[config.mk]
export PLATFORM = sky130hd
export DESIGN_NAME = trtcm_policer
export DESIGN_NICKNAME = d
export VERILOG_FILES = /design/src/rtl/tcm_pkg.sv /design/src/rtl/tcm_tick_gen.sv /design/src/rtl/tcm_cost.sv /design/src/rtl/tcm_bucket.sv /design/src/rtl/trtcm_policer.sv
export SDC_FILE = /design/constraint.sdc
export NUM_CORES = 1
export LEC_CHECK = 0
export BUFFER_PORTS_ARGS = -buffer_cell sky130_fd_sc_hd__buf_2
export CAP_MARGIN = 20
export CORE_MARGIN = 3
export CORE_UTILIZATION = 57
export CTS_CLUSTER_DIAMETER = 100
export DETAILED_ROUTE_END_ITERATION = 6
export GPL_TIMING_DRIVEN = 0
export PLACE_DENSITY_LB_ADDON = 0.15
export SETUP_SLACK_MARGIN = 0.1
export SYNTH_ARGS = -nofsm -noshare
export SYNTH_HDL_FRONTEND = slang
export SYNTH_SLANG_ARGS = --single-unit
export TNS_END_PERCENT = 30
[constraint.sdc]
create_clock -name clk -period 26.2 [get_ports clk]
set_input_delay 1.31 -clock clk [delete_from_list [all_inputs] [get_ports clk]]
set_output_delay 1.31 -clock clk [all_outputs]
set_load 0.03 [all_outputs]
[src/rtl/tcm_pkg.sv]
package tcm_pkg;
  localparam int MAN_W   = 8;
  localparam int EXP_W   = 5;
  localparam int ADJ_W   = 9;
  localparam int DIV_W   = 4;
  localparam int FRAC_W  = 8;
  localparam int OFF_EXP = 24;
  localparam int TOK_W   = FRAC_W + 1 + (OFF_EXP - 1) + 2;
  localparam int COST_W  = 48;

  typedef enum logic [1:0] {
    CLR_GREEN  = 2'd0,
    CLR_YELLOW = 2'd1,
    CLR_RED    = 2'd2
  } color_e;

  // (1 + m/256) * 2^e tokens, expressed in 1/256-token units
  function automatic logic [TOK_W-1:0] tok_val(input logic [MAN_W-1:0] m,
                                               input logic [EXP_W-1:0] e);
    if (int'(e) >= OFF_EXP) return '0;
    return TOK_W'({1'b1, m}) << e;
  endfunction
endpackage

[src/rtl/tcm_tick_gen.sv]
module tcm_tick_gen #(
  parameter int TICK_CYCLES = 250,
  parameter int DIV_W       = 4
) (
  input  logic             clk,
  input  logic             rst,
  input  logic [DIV_W-1:0] rdiv,
  output logic             refill
);
  localparam int PRE_W  = (TICK_CYCLES > 1) ? $clog2(TICK_CYCLES) : 1;
  localparam int DCNT_W = 2 ** DIV_W;

  logic [PRE_W-1:0]  pre_q;
  logic [DCNT_W-1:0] div_q;
  logic [DCNT_W-1:0] div_lim;
  logic              unit_tick;

  assign unit_tick = (pre_q == PRE_W'(TICK_CYCLES - 1));
  assign div_lim   = (DCNT_W'(1) << rdiv) - DCNT_W'(1);
  assign refill    = unit_tick && (div_q >= div_lim);

  always_ff @(posedge clk) begin
    if (rst) begin
      pre_q <= '0;
      div_q <= '0;
    end else begin
      pre_q <= unit_tick ? '0 : pre_q + PRE_W'(1);
      if (unit_tick) div_q <= (div_q >= div_lim) ? '0 : div_q + DCNT_W'(1);
    end
  end

  generate
    if (TICK_CYCLES > 1) begin : g_spacing
      assert_refill_spacing_R2: assert property (@(posedge clk) disable iff (rst)
        refill |=> !refill);
    end
  endgenerate
endmodule

[src/rtl/tcm_cost.sv]
module tcm_cost import tcm_pkg::*; #(
  parameter int LEN_W = 16
) (
  input  logic [LEN_W-1:0]  len,
  input  logic [LEN_W-1:0]  off,
  input  logic              lmode,
  input  logic [ADJ_W-1:0]  adj_m,
  input  logic [EXP_W-1:0]  adj_e,
  output logic [COST_W-1:0] cost
);
  logic signed [COST_W-1:0] len_part, adj_part, total;

  always_comb begin
    if (lmode) len_part = '0;
    else len_part = ($signed({{(COST_W-LEN_W){1'b0}}, len}) -
                     $signed({{(COST_W-LEN_W){1'b0}}, off})) <<< FRAC_W;
    adj_part = ($signed({{(COST_W-ADJ_W){1'b0}}, adj_m}) -
                $signed(COST_W'(256))) <<< adj_e;
    total    = len_part + adj_part;
    cost     = (total < $signed(COST_W'(1))) ? COST_W'(1) : $unsigned(total);
  end

  always_comb begin
    assert_cost_min_R4: assert (cost != '0);
  end
endmodule

[src/rtl/tcm_bucket.sv]
module tcm_bucket import tcm_pkg::*; (
  input  logic              clk,
  input  logic              rst,
  input  logic              refill,
  input  logic [TOK_W-1:0]  rate,
  input  logic [TOK_W-1:0]  cap,
  input  logic [COST_W-1:0] cost,
  input  logic              deduct,
  output logic [TOK_W-1:0]  avail,
  output logic              ok
);
  logic [TOK_W-1:0] level_q, sum;

  assign sum   = level_q + rate;
  assign avail = refill ? ((sum > cap) ? cap : sum) : level_q;
  assign ok    = {{(COST_W-TOK_W){1'b0}}, avail} >= cost;

  always_ff @(posedge clk) begin
    if (rst)         level_q <= '0;
    else if (deduct) level_q <= avail - cost[TOK_W-1:0];
    else             level_q <= avail;
  end

  assert_level_capped_R2: assert property (@(posedge clk) disable iff (rst)
    refill |=> level_q <= $past(cap));
  assert_no_growth_R6: assert property (@(posedge clk) disable iff (rst)
    !refill |=> level_q <= $past(level_q));
  assert_deduct_covered_R6: assert property (@(posedge clk) disable iff (rst)
    deduct |-> {{(COST_W-TOK_W){1'b0}}, avail} >= cost);
endmodule

[src/rtl/trtcm_policer.sv]
module trtcm_policer import tcm_pkg::*; #(
  parameter int TICK_CYCLES = 250,
  parameter int LEN_W       = 16
) (
  input  logic             clk,
  input  logic             rst,
  input  logic [7:0]       cfg_cir_m,
  input  logic [4:0]       cfg_cir_e,
  input  logic [7:0]       cfg_cbs_m,
  input  logic [4:0]       cfg_cbs_e,
  input  logic [7:0]       cfg_pir_m,
  input  logic [4:0]       cfg_pir_e,
  input  logic [7:0]       cfg_pbs_m,
  input  logic [4:0]       cfg_pbs_e,
  input  logic [3:0]       cfg_rdiv,
  input  logic             cfg_lmode,
  input  logic [LEN_W-1:0] cfg_len_off,
  input  logic [8:0]       cfg_adj_m,
  input  logic [4:0]       cfg_adj_e,
  input  logic [5:0]       cfg_act,
  input  logic             pkt_valid,
  input  logic [LEN_W-1:0] pkt_len,
  output logic             res_valid,
  output logic [1:0]       res_color,
  output logic             res_pass
);
  localparam int NB = 2;  // index 0 committed, 1 peak

  logic              refill;
  logic [COST_W-1:0] cost;
  logic [TOK_W-1:0]  rate [NB];
  logic [TOK_W-1:0]  cap  [NB];
  logic [TOK_W-1:0]  avail[NB];
  logic [NB-1:0]     ok, deduct;
  logic              peak_off;
  color_e            color;
  logic [1:0]        act;

  assign rate[0] = tok_val(cfg_cir_m, cfg_cir_e);
  assign cap[0]  = tok_val(cfg_cbs_m, cfg_cbs_e);
  assign rate[1] = tok_val(cfg_pir_m, cfg_pir_e);
  assign cap[1]  = tok_val(cfg_pbs_m, cfg_pbs_e);

  tcm_tick_gen #(.TICK_CYCLES(TICK_CYCLES), .DIV_W(DIV_W)) u_tick (
    .clk(clk), .rst(rst), .rdiv(cfg_rdiv), .refill(refill));

  tcm_cost #(.LEN_W(LEN_W)) u_cost (
    .len(pkt_len), .off(cfg_len_off), .lmode(cfg_lmode),
    .adj_m(cfg_adj_m), .adj_e(cfg_adj_e), .cost(cost));

  generate
    for (genvar b = 0; b < NB; b++) begin : g_bkt
      tcm_bucket u_bkt (
        .clk(clk), .rst(rst), .refill(refill), .rate(rate[b]), .cap(cap[b]),
        .cost(cost), .deduct(deduct[b]), .avail(avail[b]), .ok(ok[b]));
    end
  endgenerate

  assign peak_off = (cap[1] == '0);

  always_comb begin
    if (peak_off)   color = ok[0] ? CLR_GREEN : CLR_RED;
    else if (!ok[1]) color = CLR_RED;
    else if (!ok[0]) color = CLR_YELLOW;
    else             color = CLR_GREEN;
    deduct[0] = pkt_valid && (color == CLR_GREEN) && ok[0];
    deduct[1] = pkt_valid && (color != CLR_RED) && ok[1];
    case (color)
      CLR_GREEN:  act = cfg_act[1:0];
      CLR_YELLOW: act = cfg_act[3:2];
      default:    act = cfg_act[5:4];
    endcase
  end

  always_ff @(posedge clk) begin
    if (rst) begin
      res_valid <= 1'b0;
      res_color <= 2'd0;
      res_pass  <= 1'b0;
    end else begin
      res_valid <= pkt_valid;
      if (pkt_valid) begin
        res_color <= color;
        res_pass  <= (act == 2'b00);
      end
    end
  end

  assert_result_follows_R9: assert property (@(posedge clk) disable iff (rst)
    pkt_valid |=> res_valid);
  assert_idle_quiet_R9: assert property (@(posedge clk) disable iff (rst)
    !pkt_valid |=> !res_valid);
  assert_legal_color_R6: assert property (@(posedge clk) disable iff (rst)
    res_valid |-> res_color != 2'd3);
  assert_no_yellow_R7: assert property (@(posedge clk) disable iff (rst)
    (pkt_valid && peak_off) |=> res_color != 2'd1);
endmodule

* Word level (Yosys, flattened, before mapping)
Index checks and enable logic that the tools add are counted.
** Storage, ports and cells
- Latch bits :: 0
- Logic and storage cells :: 71
- Bits in registers :: 96
- Memories :: 0
- Memory bits (writable) :: 0
- Output and inout bits :: 4
- ROM bits :: 0
** Cells by class
- Divide/modulo/power cells :: 0
- Order comparisons :: 10
- Eq/ne operators :: 3
- Multiply operators :: 0
- $add $sub $neg :: 10
- Bitwise gates (word level) :: 0
- Shifts and indexed selects :: 6
- Mux-type cells :: 26
- Reductions and logical operators :: 9
** Operators by type and width (count)
- 34-bit two-way mux :: 14
- 9-bit by 5-bit << shifter with 34-bit output :: 4
- 34-bit by 48-bit >= comparator with 1-bit output :: 2
- 48-bit two-way mux :: 2
- 34-bit adder :: 2
- 34-bit > comparator :: 2
- 34-bit subtractor :: 2
- 48-bit adder :: 1
- 48-bit by 2-bit less-than comparator with 1-bit output (second input constant) :: 1
- 48-bit by 5-bit <<< shifter with 48-bit output :: 1
- 34-bit logical NOT :: 1
- 5-bit >= comparator (second input constant) :: 4
- 16-bit by 16-bit subtractor with 17-bit output :: 1
- 16-bit by 1-bit adder with 16-bit output (second input constant) :: 1
- 16-bit >= comparator :: 1
- 16-bit two-way mux :: 1
- 1-bit by 4-bit << shifter with 16-bit output (first input constant) :: 1
- 16-bit by 2-bit subtractor with 16-bit output (second input constant) :: 1
- 9-bit by 9-bit subtractor with 10-bit output (second input constant) :: 1
- 8-bit by 1-bit adder with 8-bit output (second input constant) :: 1
- 8-bit equality test (second input constant) :: 1
- 2-bit two-way mux :: 3
- 1-bit logical AND :: 5
- 1-bit two-way mux :: 5
- other kinds (5) :: 6

* Logic depth before layout (Yosys ltp)
Gate-level depths: netlist of run 1.
- Depth in word-level cells :: 15
- Mapped depth :: 44
- Gate-level depth less buffers :: 41

* Modules after synthesis
Synthesis of run 1 repeated with hierarchy kept, for this count alone.
** Second synthesis, totals
- Cell total of the unflattened synthesis :: 3142
- Area total of the unflattened synthesis :: 21745.9 µm²
** Modules (own cells, without submodules)
- tcm_bucket (g_bkt[1].u_bkt) :: area each 6640.1 µm², instances 1, cells an instance 948, sequential area each 680.7 µm²
- tcm_bucket (g_bkt[0].u_bkt) :: area each 6398.6 µm², instances 1, cells an instance 904, sequential area each 680.7 µm²
- tcm_cost :: area each 3823.7 µm², instances 1, cells an instance 590, sequential area each 0.0 µm²
- trtcm_policer :: area each 3265.6 µm², instances 1, cells an instance 504, sequential area each 80.1 µm²
- tcm_tick_gen :: area each 1617.8 µm², instances 1, cells an instance 196, sequential area each 480.5 µm²

* Worst setup path before layout of run 1
No wires, ideal clock.
- Kind :: input to register
- Start point :: input cfg_len_off[2]
- End point :: register g_bkt[0].u_bkt.level_q[33]
- Data arrival time :: 10650 ps
- Stages :: 39
- Setup slack :: 15429 ps
- Library setup time :: 121 ps
- Cell sequence :: inv_1 ha_1 nor2b_1 o21ai_0 a21boi_0 o21ai_0 a21boi_0 o21ai_0 a21o_1 a21oi_1 a31o_2 a31oi_1 ha_1 clkbuf_1 a21oi_1 o21ai_1 a221oi_1 nor2b_1 [... 3 more ...] nor4b_4 nor4bb_1 ha_1 clkbuf_1 nor3_1 nand2_1 ha_1 nor2b_1 o31a_1 o21ai_0 o41ai_1 a211oi_1 o311ai_0 a221oi_1 nor4bb_1 a41oi_1 a31oi_1 mux2_2
** On the way
- Word-level cells in the longest chain between the ends :: 13
- Elaborated cells between the ends (all ways) :: 16
** Ends and longest elaborated chain
- start, declared :: line trtcm_policer.sv:17 : input logic [LEN_W-1:0] cfg_len_off,
- 16-bit by 16-bit subtractor with 17-bit output * :: line tcm_cost.sv:15 : else len_part = ($signed({{(COST_W-LEN_W){1'b0}}, len}) -
- 48-bit two-way mux * :: line tcm_cost.sv:14 : if (lmode) len_part = '0;
- 48-bit adder * :: line tcm_cost.sv:19 : total = len_part + adj_part;
- 48-bit by 2-bit less-than comparator with 1-bit output :: line tcm_cost.sv:20 : cost = (total < $signed(COST_W'(1))) ? COST_W'(1) : $unsigned(total);
- 48-bit two-way mux * :: line tcm_cost.sv:20
- 34-bit by 48-bit >= comparator with 1-bit output :: line tcm_bucket.sv:16 : assign ok = {{(COST_W-TOK_W){1'b0}}, avail} >= cost;
- 1-bit two-way mux :: line trtcm_policer.sv:64 : else if (!ok[0]) color = CLR_YELLOW;
- 2-bit two-way mux :: line trtcm_policer.sv:63 : else if (!ok[1]) color = CLR_RED;
- 2-bit two-way mux :: line trtcm_policer.sv:62 : if (peak_off) color = ok[0] ? CLR_GREEN : CLR_RED;
- 2-bit logical NOT :: line trtcm_policer.sv:66 : deduct[0] = pkt_valid && (color == CLR_GREEN) && ok[0];
- 1-bit logical AND (2 in series) :: line trtcm_policer.sv:66
- 34-bit two-way mux * :: line tcm_bucket.sv:20 : else if (deduct) level_q <= avail - cost[TOK_W-1:0];
- end signal, assigned :: line tcm_bucket.sv:20
- end signal, assigned :: line tcm_bucket.sv:21 : else level_q <= avail;
- end, declared :: line tcm_bucket.sv:12 : logic [TOK_W-1:0] level_q, sum;
Mark *: on every way between the ends. The rest lies on a longest branch, timed or not.
A chain may end at the register's enable or synchronous reset.

* Worst setup path after layout of run 1
- Start point :: input cfg_len_off[0]
- End point :: register g_bkt[0].u_bkt.level_q[33]
Same word-level chain as after synthesis.

==> impl_results.rst, run 1 <==
.. list-table::
   :header-rows: 1

   * - Metric
     - Value
   * - Number of clock buffers inserted by TritonCTS
     - 9
   * - Clock latency reported for the late side of the worst-skew pair
     - 0.38 ns
   * - Number of distinct library cell variants in the gate-level netlist after synthesis
     - 84
   * - TritonCTS clock tree
     - built
   * - Worst setup slack after layout
     - 13.07 ns
   * - Primary FF master, synth
     - sky130_fd_sc_hd__dfxtp_1
   * - Clock sinks
     - 96
   * - Share of power burned in the clock network
     - 0.145
   * - Antenna cells
     - 0
   * - Global Route Usage Sum
     - 0.355
   * - Fraction of final layout cells sized beyond drive strength 1
     - 0.0695
   * - Routed Wire Length
     - 70500 um
   * - Crit path from
     - cfg_len_off[0]
   * - Number of input and output port buffers inserted
     - 103
   * - H-tree levels
     - 3
   * - Setup Skew
     - 0.0214 ns
   * - Reg2reg start
     - g_bkt[0].u_bkt.level_q[1]$_SDFF_PP0_
   * - Vert. Die Dim
     - 194 um
   * - Number of hold buffers added after CTS
     - 0
   * - Async S/R FF share, synth
     - 0
   * - Number of max-cap violations
     - 0
   * - Data required, critical path
     - 26.52 ns
   * - Largest net degree at the start of global routing
     - 20
   * - Synthesis Warnings
     - 0
   * - Drt via density
     - 6.48
   * - Crit path capture type
     - register
   * - Sw power
     - 478 uW
   * - Worst r2r dst
     - g_bkt[0].u_bkt.level_q[33]$_SDFF_PP0_
   * - DPL Wire Length
     - 58900 um
   * - VDD IR max
     - 0.0398 mV
   * - First-pass GRT wire length
     - 109000 um
   * - Internal cell power
     - 466 uW
   * - Maximum clock frequency
     - 76.2 MHz
   * - Final net count
     - 3348
   * - Hold Crit Class
     - register to register
   * - Std-Cell Rows
     - 68
   * - Crit path DAT
     - 13.44 ns
   * - Crit path time final
     - 13.13 ns
   * - CTS Root Buffer Type
     - sky130_fd_sc_hd__clkbuf_16
   * - Critical path startpoint category
     - primary input
   * - Pre-CTS setup slack
     - 13.21 ns
   * - Power Dens Cells
     - 43.9 nW/um^2
   * - WL/cell
     - 20.6 um
   * - Setup repair after global routing missed its margin
     - no
   * - Reg2reg setup slack
     - 15.65 ns
   * - R2R depth
     - 33
   * - Number of hold-slack violations in the final timing report
     - 0
   * - Worst Path Class, Setup
     - primary input to register
   * - Total of flip-flops plus latches after synthesis
     - 96
   * - Share of synthesized area occupied by flip-flops and latches
     - 0.0958
   * - Remaining global-route overflow
     - 0
   * - Width of the chip
     - 194 um
   * - Power share of the sequential group
     - 0.168
   * - Tightest Pin Transition
     - 1.15 ns
   * - Initial antenna violation count
     - 2
   * - Worst stage delay on the critical path
     - 0.83 ns
   * - Resize count post-CTS
     - 0
   * - Final Max Slew Viols
     - 0
   * - Final worst-path cycle share
     - 0.501
   * - Switching power as a share of total power
     - 0.506
   * - Layout overhead on the synthesized area
     - 7.16%
   * - Final-layout setup total negative slack
     - 0 ns
   * - Total die area
     - 37500 sq um
   * - Final total power
     - 944 uW
   * - Worst slew margin
     - 0.231
   * - Endpoint of the most critical setup path
     - g_bkt[0].u_bkt.level_q[33]$_SDFF_PP0_
   * - Synthesized area
     - 20100 sq um
   * - DRC viols
     - 0
   * - First-pass DRT Iterations
     - 6
   * - Longest Clk Path Bufs
     - 2
   * - Starting Density
     - 0.579
   * - Post-synth EDFFs
     - 0
   * - Via count of the first global-routing pass
     - 20.7k
   * - Slowest stage cell, crit path
     - sky130_fd_sc_hd__o311ai_0
   * - Violation count after the first detailed-route iteration
     - 2175
   * - Placeable core region
     - 34600 sq um
   * - Buffers inserted during post-CTS setup optimization
     - 0
   * - Result of the run
     - finished clean
   * - Total number of vias
     - 22.2k
   * - Final number of setup-violating endpoints
     - 0
   * - Post-detailed-route count of antenna-violating nets
     - 0
   * - Count of mapped cells out of synthesis
     - 2836
   * - Number of top-level pins
     - 116
   * - CTS clk-pin slew, worst paths
     - 0.07 ns
   * - Mean area per synthesized cell
     - 7.07 sq um
   * - Critical-path maximum fanout
     - 17
   * - GPL Wtd Cong
     - 1.02
   * - Leakage power summed over all cells
     - 9.93 nW
   * - Proportion of power drawn by combinational gates
     - 0.687
-- per-stage QoR --
stage / cell area (sq um) / util / hold slack, ns / std cells
after floorplan: 20100 / - / 0.441 / 2841
after global placement: 21200 / 0.611 / 0.454 / 3399
after detailed placement: 21200 / 0.612 / 0.469 / 3401
after CTS: 21500 / 0.620 / 0.485 / 3417
after global routing: 21500 / 0.621 / 0.512 / 3418
final: 21500 / 0.621 / 0.483 / 3418
-- final cells by class --
class	count	area, sq um
Multi-Input combinational cell	2499	17200
Fill cell	3315	13100
Sequential cell	96	1920
Tap cell	455	569
Timing Repair Buffer	106	542
Buffer	130	507
Inverter	116	435
Clock buffer	9	225
Clock inverter	7	73.8
-- cells in the final DEF (no fill, tap or decap), types with 10 or more instances in the layout --
cell,synthesis,layout
sky130_fd_sc_hd__nor2_1,295,295
sky130_fd_sc_hd__buf_1,11,11
sky130_fd_sc_hd__nand2_1,232,232
sky130_fd_sc_hd__o21ai_0,188,188
sky130_fd_sc_hd__ha_1,272,272
sky130_fd_sc_hd__a31oi_1,37,36
sky130_fd_sc_hd__mux2i_1,97,97
sky130_fd_sc_hd__o21bai_1,31,31
sky130_fd_sc_hd__xor2_1,58,58
sky130_fd_sc_hd__a21boi_0,10,10
sky130_fd_sc_hd__clkbuf_1,111,111
sky130_fd_sc_hd__or2_2,23,23
sky130_fd_sc_hd__and3_1,24,24
sky130_fd_sc_hd__nor2b_1,45,45
sky130_fd_sc_hd__nor3_1,57,57
sky130_fd_sc_hd__o21a_1,39,39
sky130_fd_sc_hd__o2bb2ai_1,12,12
sky130_fd_sc_hd__inv_1,113,113
sky130_fd_sc_hd__nand4_1,42,42
sky130_fd_sc_hd__a22oi_1,15,15
sky130_fd_sc_hd__a211o_1,14,14
sky130_fd_sc_hd__a21o_1,108,108
sky130_fd_sc_hd__and2_1,20,20
sky130_fd_sc_hd__nor4_1,10,10
sky130_fd_sc_hd__o31ai_1,23,23
sky130_fd_sc_hd__a21oi_1,256,256
sky130_fd_sc_hd__o211ai_1,24,24
sky130_fd_sc_hd__nand3_1,65,65
sky130_fd_sc_hd__o22ai_1,34,34
sky130_fd_sc_hd__a31o_2,11,11
sky130_fd_sc_hd__dfxtp_1,96,96
sky130_fd_sc_hd__mux2_2,27,27
sky130_fd_sc_hd__xnor2_1,110,110
sky130_fd_sc_hd__a211oi_1,41,41
sky130_fd_sc_hd__or3_1,28,28
sky130_fd_sc_hd__buf_2,6,109
sky130_fd_sc_hd__nand2b_1,91,91
sky130_fd_sc_hd__nor3b_1,10,10
-- critical path, delay by kind of cell --
kind,cells,cell delay [ns]
and+or+nand+nor,9,3.54
muxes,1,0.21
adders and majority gates,5,1.79
buffers and inverters,4,0.80
AOI/OAI and AO/OA,22,5.76
-- cells by family (layout without fill, tap and decap cells) --
logic type,count (synthesis),after routing,synth area share
AND/OR/NAND/NOR,985,985,0.241
AO/OA/AOI/OAI,937,937,0.303
adder cells (fa/ha/maj),278,278,0.176
buffers and inverters,246,368,0.0470
XOR/XNOR,168,168,0.0734
multiplexers,124,124,0.0636
flip-flops,96,96,0.0958
other,2,7,0.000374
-- per-layer routing --
metal	GRT usage	vias to the layer above	part of all wire
li1	-	10700	-
met1	0.460	10300	0.43
met2	0.585	911	0.45
met3	0.0556	216	0.071
met4	0.156	4	0.048
met5	0	-	0.00038
-- worst min-delay path by stage --
stage                                     startpoint                          to  slack, ns  cells past startpoint
after global routing       res_color[0]$_SDFFE_PP0P_   res_color[0]$_SDFFE_PP0P_       0.51                      2
after global placement    u_tick.pre_q[0]$_SDFF_PP0_  u_tick.pre_q[0]$_SDFF_PP0_       0.45                      1
after detailed placement  u_tick.pre_q[0]$_SDFF_PP0_  u_tick.pre_q[0]$_SDFF_PP0_       0.47                      1
after floorplan           u_tick.pre_q[0]$_SDFF_PP0_  u_tick.pre_q[0]$_SDFF_PP0_       0.44                      1
after CTS                  res_color[0]$_SDFFE_PP0P_   res_color[0]$_SDFFE_PP0P_       0.49                      2
final                      res_color[0]$_SDFFE_PP0P_   res_color[0]$_SDFFE_PP0P_       0.48                      2
-- state kept, by name, summed over array words and instances (netlist names) --
signal               cells
u_tick.pre_q             8
u_tick.div_q            16
g_bkt.u_bkt.level_q     68
res_valid                1
res_color                2
res_pass                 1
-- power groups by stage --
stage	Sequential [mW]	Combinational [mW]	Clock [mW]
4_1_cts	0.158	0.630	0.137
5_1_grt	0.159	0.707	0.142
2_1_floorplan	0.160	0.468	0
3_5_place_dp	0.162	0.625	0
3_3_place_gp	0.162	0.615	0
6_report	0.159	0.649	0.137
-- cell usage after synthesis, drive strengths merged (57+ instances only) --
| cell | n | area, sq um |
|---|---|---|
| xnor2 | 110 | 963 |
| nand2b | 91 | 569 |
| ha | 272 | 3400 |
| a21o | 108 | 811 |
| nor3 | 57 | 285 |
| o21ai | 191 | 956 |
| xor2 | 58 | 508 |
| a21oi | 256 | 1280 |
| dfxtp | 96 | 1920 |
| nand3 | 65 | 325 |
| inv | 113 | 424 |
| mux2i | 97 | 971 |
| clkbuf | 111 | 417 |
| nand2 | 232 | 871 |
| nor2 | 295 | 1110 |
(Power assumes the default switching activity.)
==> run 2: changes to the inputs <==
==> constraint.sdc (replaced) <==
create_clock -name clk -period 12.95 [get_ports clk]
set_input_delay 0.6475 -clock clk [delete_from_list [all_inputs] [get_ports clk]]
set_output_delay 0.6475 -clock clk [all_outputs]
set_load 0.03 [all_outputs]
==> run 2 against run 1 <==
Effect of this change: critical path depth stayed put; die area stayed put; design area stayed put; non-clock buffer count stayed put; first-iteration DRC count stayed put; power is 100% higher; sequential power is 100% higher; worst setup slack worse by 12 ns; wire length hardly changed; core utilization stayed put; register-to-register slack worse by 13 ns; critical path type unchanged; critical endpoint unchanged; largest cell class unchanged; largest power group unchanged.
==> impl_results.rst, run 2 (synthesis results as in run 1) <==
.. list-table::
   :header-rows: 1

   * - Metric
     - Value
   * - DRC viols
     - 0 (unchanged)
   * - Critical-path maximum fanout
     - 17 (unchanged)
   * - Number of top-level pins
     - 116 (unchanged)
   * - Number of max-cap violations
     - 0 (unchanged)
   * - Longest Clk Path Bufs
     - 2 (unchanged)
   * - Std-Cell Rows
     - 68 (unchanged)
   * - Final-layout setup total negative slack
     - 0 ns (unchanged)
   * - First-pass GRT wire length
     - 109000 um (unchanged)
   * - Biggest register
     - g_bkt.u_bkt.level_q
   * - Clock sinks
     - 96 (unchanged)
   * - VDD IR max
     - 0.0808 mV (+100%)
   * - Vert. Die Dim
     - 194 um (unchanged)
   * - Total number of vias
     - 22.2k (+0.032%)
   * - Setup repair after global routing missed its margin
     - no
   * - Largest register FFs
     - 68 (unchanged)
   * - Most common cell after layout, fill and taps aside
     - sky130_fd_sc_hd__nor2_1
   * - Data required, critical path
     - 13.27 ns (-13.25 ns)
   * - Worst setup slack after layout
     - 0.685 ns (-12.39 ns)
   * - Power Dens Cells
     - 88.9 nW/um^2 (+100%)
   * - Crit path DAT
     - 12.58 ns (-0.86 ns)
   * - DPL Wire Length
     - 58900 um (unchanged)
   * - Setup Skew
     - 0.0210 ns (-0.000406 ns)
   * - Result of the run
     - finished clean
   * - Resize count post-CTS
     - 0 (unchanged)
   * - WL/cell
     - 20.6 um (about the same)
   * - Global Route Usage Sum
     - 0.355 (unchanged)
   * - Most frequent cells in the layout
     - 295 x sky130_fd_sc_hd__nor2_1, 272 x sky130_fd_sc_hd__ha_1, 256 x sky130_fd_sc_hd__a21oi_1
   * - Violation count after the first detailed-route iteration
     - 2175 (unchanged)
   * - Clock latency reported for the late side of the worst-skew pair
     - 0.38 ns (about the same)
   * - Number of clock buffers inserted by TritonCTS
     - 9 (unchanged)
   * - Leakage power summed over all cells
     - 9.94 nW (about the same)
   * - Worst slew margin
     - 0.230 (-0.00118)
   * - Post-detailed-route count of antenna-violating nets
     - 0 (unchanged)
   * - Final total power
     - 1.91 mW (+100%)
   * - H-tree levels
     - 3 (unchanged)
   * - CTS clk-pin slew, worst paths
     - 0.07 ns (about the same)
   * - GPL Wtd Cong
     - 1.02 (unchanged)
   * - Number of input and output port buffers inserted
     - 103 (unchanged)
   * - Regs by FF count
     - g_bkt.u_bkt.level_q x68, u_tick.div_q x16, u_tick.pre_q x8
   * - CTS Root Buffer Type
     - sky130_fd_sc_hd__clkbuf_16
   * - Layout overhead on the synthesized area
     - 7.16% (unchanged)
   * - Via count of the first global-routing pass
     - 20.7k (unchanged)
   * - Slowest stage cell, crit path
     - sky130_fd_sc_hd__o311ai_1
   * - Final Max Slew Viols
     - 0 (unchanged)
   * - Drt via density
     - 6.48 (about the same)
   * - Width of the chip
     - 194 um (unchanged)
   * - Fraction of final layout cells sized beyond drive strength 1
     - 0.0695 (unchanged)
   * - Critical path startpoint category
     - primary input
   * - Worst Path Class, Setup
     - primary input to register
   * - Maximum clock frequency
     - 81.5 MHz
   * - Number of hold-slack violations in the final timing report
     - 0 (unchanged)
   * - Number of hold buffers added after CTS
     - 0 (unchanged)
   * - Crit path capture type
     - register
   * - Worst stage delay on the critical path
     - 0.67 ns (-0.16 ns)
   * - Remaining global-route overflow
     - 0 (unchanged)
   * - Pre-CTS setup slack
     - 0.621 ns (-12.59 ns)
   * - Hold Crit Class
     - register to register
   * - Final net count
     - 3348 (unchanged)
   * - Tightest Pin Transition
     - 1.15 ns (+0.00177 ns)
   * - Starting Density
     - 0.579 (unchanged)
   * - TritonCTS clock tree
     - built
   * - Initial antenna violation count
     - 2 (unchanged)
   * - Antenna cells
     - 0 (unchanged)
   * - Placeable core region
     - 34600 sq um (unchanged)
   * - Routed Wire Length
     - 70500 um (about the same)
   * - Crit path time final
     - 12.27 ns
   * - Final number of setup-violating endpoints
     - 0 (unchanged)
   * - Buffers inserted during post-CTS setup optimization
     - 0 (unchanged)
   * - Total die area
     - 37500 sq um (unchanged)
   * - Largest net degree at the start of global routing
     - 20 (unchanged)
   * - First-pass DRT Iterations
     - 6 (unchanged)
   * - Final worst-path cycle share
     - 0.947
## run 2: changes by cell type in the layout (fill, tap and decap cells not counted)
cell                       before  now
sky130_fd_sc_hd__o311ai_0       6    5
sky130_fd_sc_hd__o311ai_1       0    1
## run 2: cell type report
type,count,area (sq um)
Inverter,116,435
Timing Repair Buffer,106,542
Buffer,130,507
Clock buffer,9,225
Sequential cell,96,1920
Clock inverter,7,73.8
Multi-Input combinational cell,2499,17200
Fill cell,3315,13100
Tap cell,455,569
## run 2: final timing paths
check | slack [ns] | from | end | cells after the start
worst max-delay path | 0.68 | cfg_len_off[0] | g_bkt[0].u_bkt.level_q[33]$_SDFF_PP0_ | 41
worst min-delay path | 0.48 | res_color[0]$_SDFFE_PP0P_ | res_color[0]$_SDFFE_PP0P_ | 2
worst max register to register | 2.61 | g_bkt[0].u_bkt.level_q[1]$_SDFF_PP0_ | g_bkt[0].u_bkt.level_q[33]$_SDFF_PP0_ | 33
worst min register to register | 0.48 | res_color[0]$_SDFFE_PP0P_ | res_color[0]$_SDFFE_PP0P_ | 2
## run 2: layer usage
layer | vias up | wire length, um | track usage
met2 | 923 | 31600 | 0.585
met3 | 216 | 5050 | 0.0556
met4 | 4 | 3400 | 0.156
li1 | 10700 | - | -
met5 | - | 27 | 0
met1 | 10300 | 30500 | 0.460
## run 2: stage by stage
step / hold slack, ns / util / instance area [sq um] / std cells
detailed placement: 0.469 / 0.612 / 21200 / 3401
floorplan: 0.441 / - / 20100 / 2841
global route: 0.512 / 0.621 / 21500 / 3418
CTS: 0.485 / 0.620 / 21500 / 3417
finish: 0.483 / 0.621 / 21500 / 3418
global placement: 0.454 / 0.611 / 21200 / 3399
## run 2: power breakdown
part | internal (mW) | total (mW) | switching, mW
Sequential | 0.309 | 0.321 | 0.0128
Combinational | 0.498 | 1.31 | 0.814
Clock | 0.136 | 0.278 | 0.141
Total | 0.944 | 1.91 | 0.968
## run 2: worst max-delay path, delay by kind of cell
| family | cells | cell delay (ns) |
|---|---|---|
| AOI/OAI and AO/OA | 22 | 5.57 |
| adders and majority gates | 5 | 1.79 |
| buffers and inverters | 4 | 0.80 |
| muxes | 1 | 0.21 |
| and+or+nand+nor | 9 | 3.53 |
==> run 3: changes to the inputs <==
--- a/config.mk
+++ b/config.mk
@@ -7,8 +7,10 @@
 export LEC_CHECK = 0
 export BUFFER_PORTS_ARGS = -buffer_cell sky130_fd_sc_hd__buf_2
 export CAP_MARGIN = 20
+export CELL_PAD_IN_SITES_DETAIL_PLACEMENT = 1
+export CELL_PAD_IN_SITES_GLOBAL_PLACEMENT = 2
 export CORE_MARGIN = 3
-export CORE_UTILIZATION = 57
+export CORE_UTILIZATION = 37
 export CTS_CLUSTER_DIAMETER = 100
 export DETAILED_ROUTE_END_ITERATION = 6
 export GPL_TIMING_DRIVEN = 0
==> run 3 against run 2 <==
Effect of this change: register-to-register slack lost 0.10 ns; worst hold slack improved by 0.0081 ns; combinational power rose by 3%; sequential power about the same; largest power group unchanged.
==> impl_results.rst, run 3 (synthesis results as in run 1) <==
.. list-table::
   :header-rows: 1

   * - Metric
     - Value
   * - GRT busiest layer
     - met2
   * - CTS clk-pin slew, worst paths
     - 0.09 ns (+0.02 ns)
   * - Result of the run
     - finished clean
   * - Crit path DAT
     - 12.36 ns (-0.22 ns)
   * - Power share of the sequential group
     - 0.163 (-0.005)
   * - Number of input and output port buffers inserted
     - 103 (unchanged)
   * - Hold Crit Class
     - register to register
   * - Clock sinks
     - 96 (unchanged)
   * - Internal cell power
     - 969 uW (+2.7%)
   * - Worst Path Class, Setup
     - primary input to register
   * - Global Route Usage Sum
     - 0.281 (-0.0738)
   * - Regs by FF count
     - g_bkt.u_bkt.level_q x68, u_tick.div_q x16, u_tick.pre_q x8
   * - GPL Wtd Cong
     - 0.952 (-6.8%)
   * - Utilization of the core after routing
     - 0.411 (-0.209)
   * - Leakage power summed over all cells
     - 9.96 nW (+0.29%)
   * - Violation count after the first detailed-route iteration
     - 1253 (-42%)
   * - Crit path capture type
     - register
   * - Most frequent cells in the layout
     - 295 x sky130_fd_sc_hd__nor2_1, 272 x sky130_fd_sc_hd__ha_1, 256 x sky130_fd_sc_hd__a21oi_1
   * - Most common cell after layout, fill and taps aside
     - sky130_fd_sc_hd__nor2_1
   * - Post-Layout Inst Area
     - 21800 sq um (+1.6%)
   * - Antenna cells
     - 0 (unchanged)
   * - Width of the chip
     - 239 um (+23%)
   * - Starting Density
     - 0.378 (-0.201)
   * - Routed Wire Length
     - 82300 um (+17%)
   * - First-pass DRT Iterations
     - 5 (-1)
   * - Min Hold Slack
     - 0.491 ns (+0.00806 ns)
   * - Std-Cell Rows
     - 84 (+24%)
   * - Maximum clock frequency
     - 82.6 MHz (+1.3%)
   * - Data required, critical path
     - 13.20 ns (-0.07 ns)
   * - DRC viols
     - 0 (unchanged)
   * - Worst slew margin
     - 0.325 (+0.0948)
   * - Tightest Pin Transition
     - 1.01 ns (-0.142 ns)
   * - Pre-CTS setup slack
     - -0.0724 ns (-0.694 ns)
   * - Clock latency reported for the late side of the worst-skew pair
     - 0.39 ns (about the same)
   * - Number of hold-slack violations in the final timing report
     - 0 (unchanged)
   * - CTS Root Buffer Type
     - sky130_fd_sc_hd__clkbuf_16
   * - Final Max Slew Viols
     - 0 (unchanged)
   * - Placeable core region
     - 53100 sq um (+53%)
   * - H-tree levels
     - 3 (unchanged)
   * - Number of clock buffers inserted by TritonCTS
     - 9 (unchanged)
   * - First-pass GRT wire length
     - 127000 um (+16%)
   * - Fraction of met3 tracks used by global routing
     - 0.0238 (-0.0318)
   * - Longest Clk Path Bufs
     - 2 (unchanged)
   * - Number of top-level pins
     - 116 (unchanged)
   * - Power Dens Cells
     - 90.6 nW/um^2 (+1.9%)
   * - Placement Cell Area
     - 21500 sq um (+1.4%)
   * - Worst setup slack after layout
     - 0.841 ns (+0.156 ns)
   * - Switching power as a share of total power
     - 0.510 (+0.00349)
   * - Initial antenna violation count
     - 1 (-1)
   * - Biggest register
     - g_bkt.u_bkt.level_q
   * - Via count of the first global-routing pass
     - 22.2k (+7.2%)
   * - Reg2reg setup slack
     - 2.51 ns (-0.10 ns)
   * - Share of power burned in the clock network
     - 0.155 (+0.010)
   * - Final net count
     - 3347 (-0.030%)
   * - DPL Wire Length
     - 70400 um (+20%)
   * - Remaining global-route overflow
     - 0 (unchanged)
   * - Crit path time final
     - 12.11 ns (-0.156 ns)
   * - Total number of vias
     - 21.8k (-1.5%)
   * - Largest register FFs
     - 68 (unchanged)
   * - Met2 layer usage reported by global route
     - 0.503 (-0.0816)
   * - Total die area
     - 57000 sq um (+52%)
   * - Fraction of final layout cells sized beyond drive strength 1
     - 0.0709 (+0.00137)
   * - Fraction of met1 tracks used by global routing
     - 0.367 (-0.0930)
   * - TritonCTS clock tree
     - built
   * - Critical-path maximum fanout
     - 10 (-7)
   * - Layout overhead on the synthesized area
     - 8.82%
   * - Setup repair after global routing missed its margin
     - no
   * - Drt via density
     - 5.98 (-7.8%)
   * - Number of max-cap violations
     - 0 (unchanged)
   * - Worst stage delay on the critical path
     - 0.79 ns (+0.12 ns)
   * - Critical path startpoint category
     - primary input
   * - Buffers inserted during post-CTS setup optimization
     - 0 (unchanged)
   * - Proportion of power drawn by combinational gates
     - 0.682 (-0.004)
   * - Slowest stage cell, crit path
     - sky130_fd_sc_hd__nor4_1
   * - Setup Skew
     - 0.0276 ns (+0.00662 ns)
   * - Sw power
     - 1.01 mW (+4.2%)
   * - Largest net degree at the start of global routing
     - 19 (-5.0%)
   * - Final worst-path cycle share
     - 0.935 (-0.0121)
   * - Final number of setup-violating endpoints
     - 0 (unchanged)
   * - WL/cell
     - 22.5 um (+9.3%)
   * - Vert. Die Dim
     - 239 um (+23%)
   * - Post-detailed-route count of antenna-violating nets
     - 0 (unchanged)
   * - VDD IR max
     - 0.0930 mV (+15%)
-- run 3: cell types whose count changed in the layout (fill, tap and decap cells not counted), sizes merged --
cell,previous run,this run
inv,116,117
bufinv,0,1
clkinv,5,4
clkinvlp,2,0
-- run 3: final timing paths --
path | start | end | depth (start not counted)
setup / recovery | cfg_pir_e[0] | g_bkt[1].u_bkt.level_q[33]$_SDFF_PP0_ | 36
hold / removal | res_color[0]$_SDFFE_PP0P_ | res_color[0]$_SDFFE_PP0P_ | 2
setup reg to reg | g_bkt[1].u_bkt.level_q[1]$_SDFF_PP0_ | g_bkt[1].u_bkt.level_q[33]$_SDFF_PP0_ | 31
hold reg to reg | res_color[0]$_SDFFE_PP0P_ | res_color[0]$_SDFFE_PP0P_ | 2
-- run 3: layout make-up --
| type | instances | area, sq um |
|---|---|---|
| fill | 6828 | 31300 |
| multi-input combinational | 2499 | 17200 |
| sequential | 96 | 1920 |
| tap | 688 | 861 |
| timing repair buffer | 105 | 536 |
| buffer | 130 | 507 |
| inverter | 116 | 435 |
| clock buffer | 10 | 239 |
| clock inverter | 6 | 81.3 |
-- run 3: repair_timing --
item | in CTS | in global routing
resized for setup | 0 | 6
hold buffers | 0 | 0
setup endpoints to repair | 0 | 35
-- run 3: critical path, delay by kind of cell --
| family | cells | cell delay, ns |
|---|---|---|
| simple gates | 10 | 3.09 |
| fa+ha+maj | 3 | 0.98 |
| compound gates | 16 | 5.58 |
| mux | 1 | 0.24 |
| xor+xnor | 2 | 0.39 |
| buf+inv | 4 | 1.41 |
-- run 3: layer usage --
metal	part of all wire	wire (um)
met4	0.023	1880
met2	0.48	39800
met3	0.031	2560
met1	0.46	38100
met5	0	0
-- run 3: metrics by stage --
step	total power, mW	std cells	setup TNS, ns
finish	1.98	3650	0
global route	2.13	3650	0
CTS	1.96	3650	0
detailed placement	1.65	3634	-0.0786
global placement	1.62	3632	-7.20
floorplan	1.27	2841	0
-- run 3: power groups by stage --
stage	clock network, mW	logic, mW	registers, mW
after floorplan	0	0.946	0.324
after global placement	0	1.29	0.328
after detailed placement	0	1.32	0.329
after CTS	0.312	1.33	0.322
after global routing	0.323	1.48	0.324
final	0.306	1.35	0.322
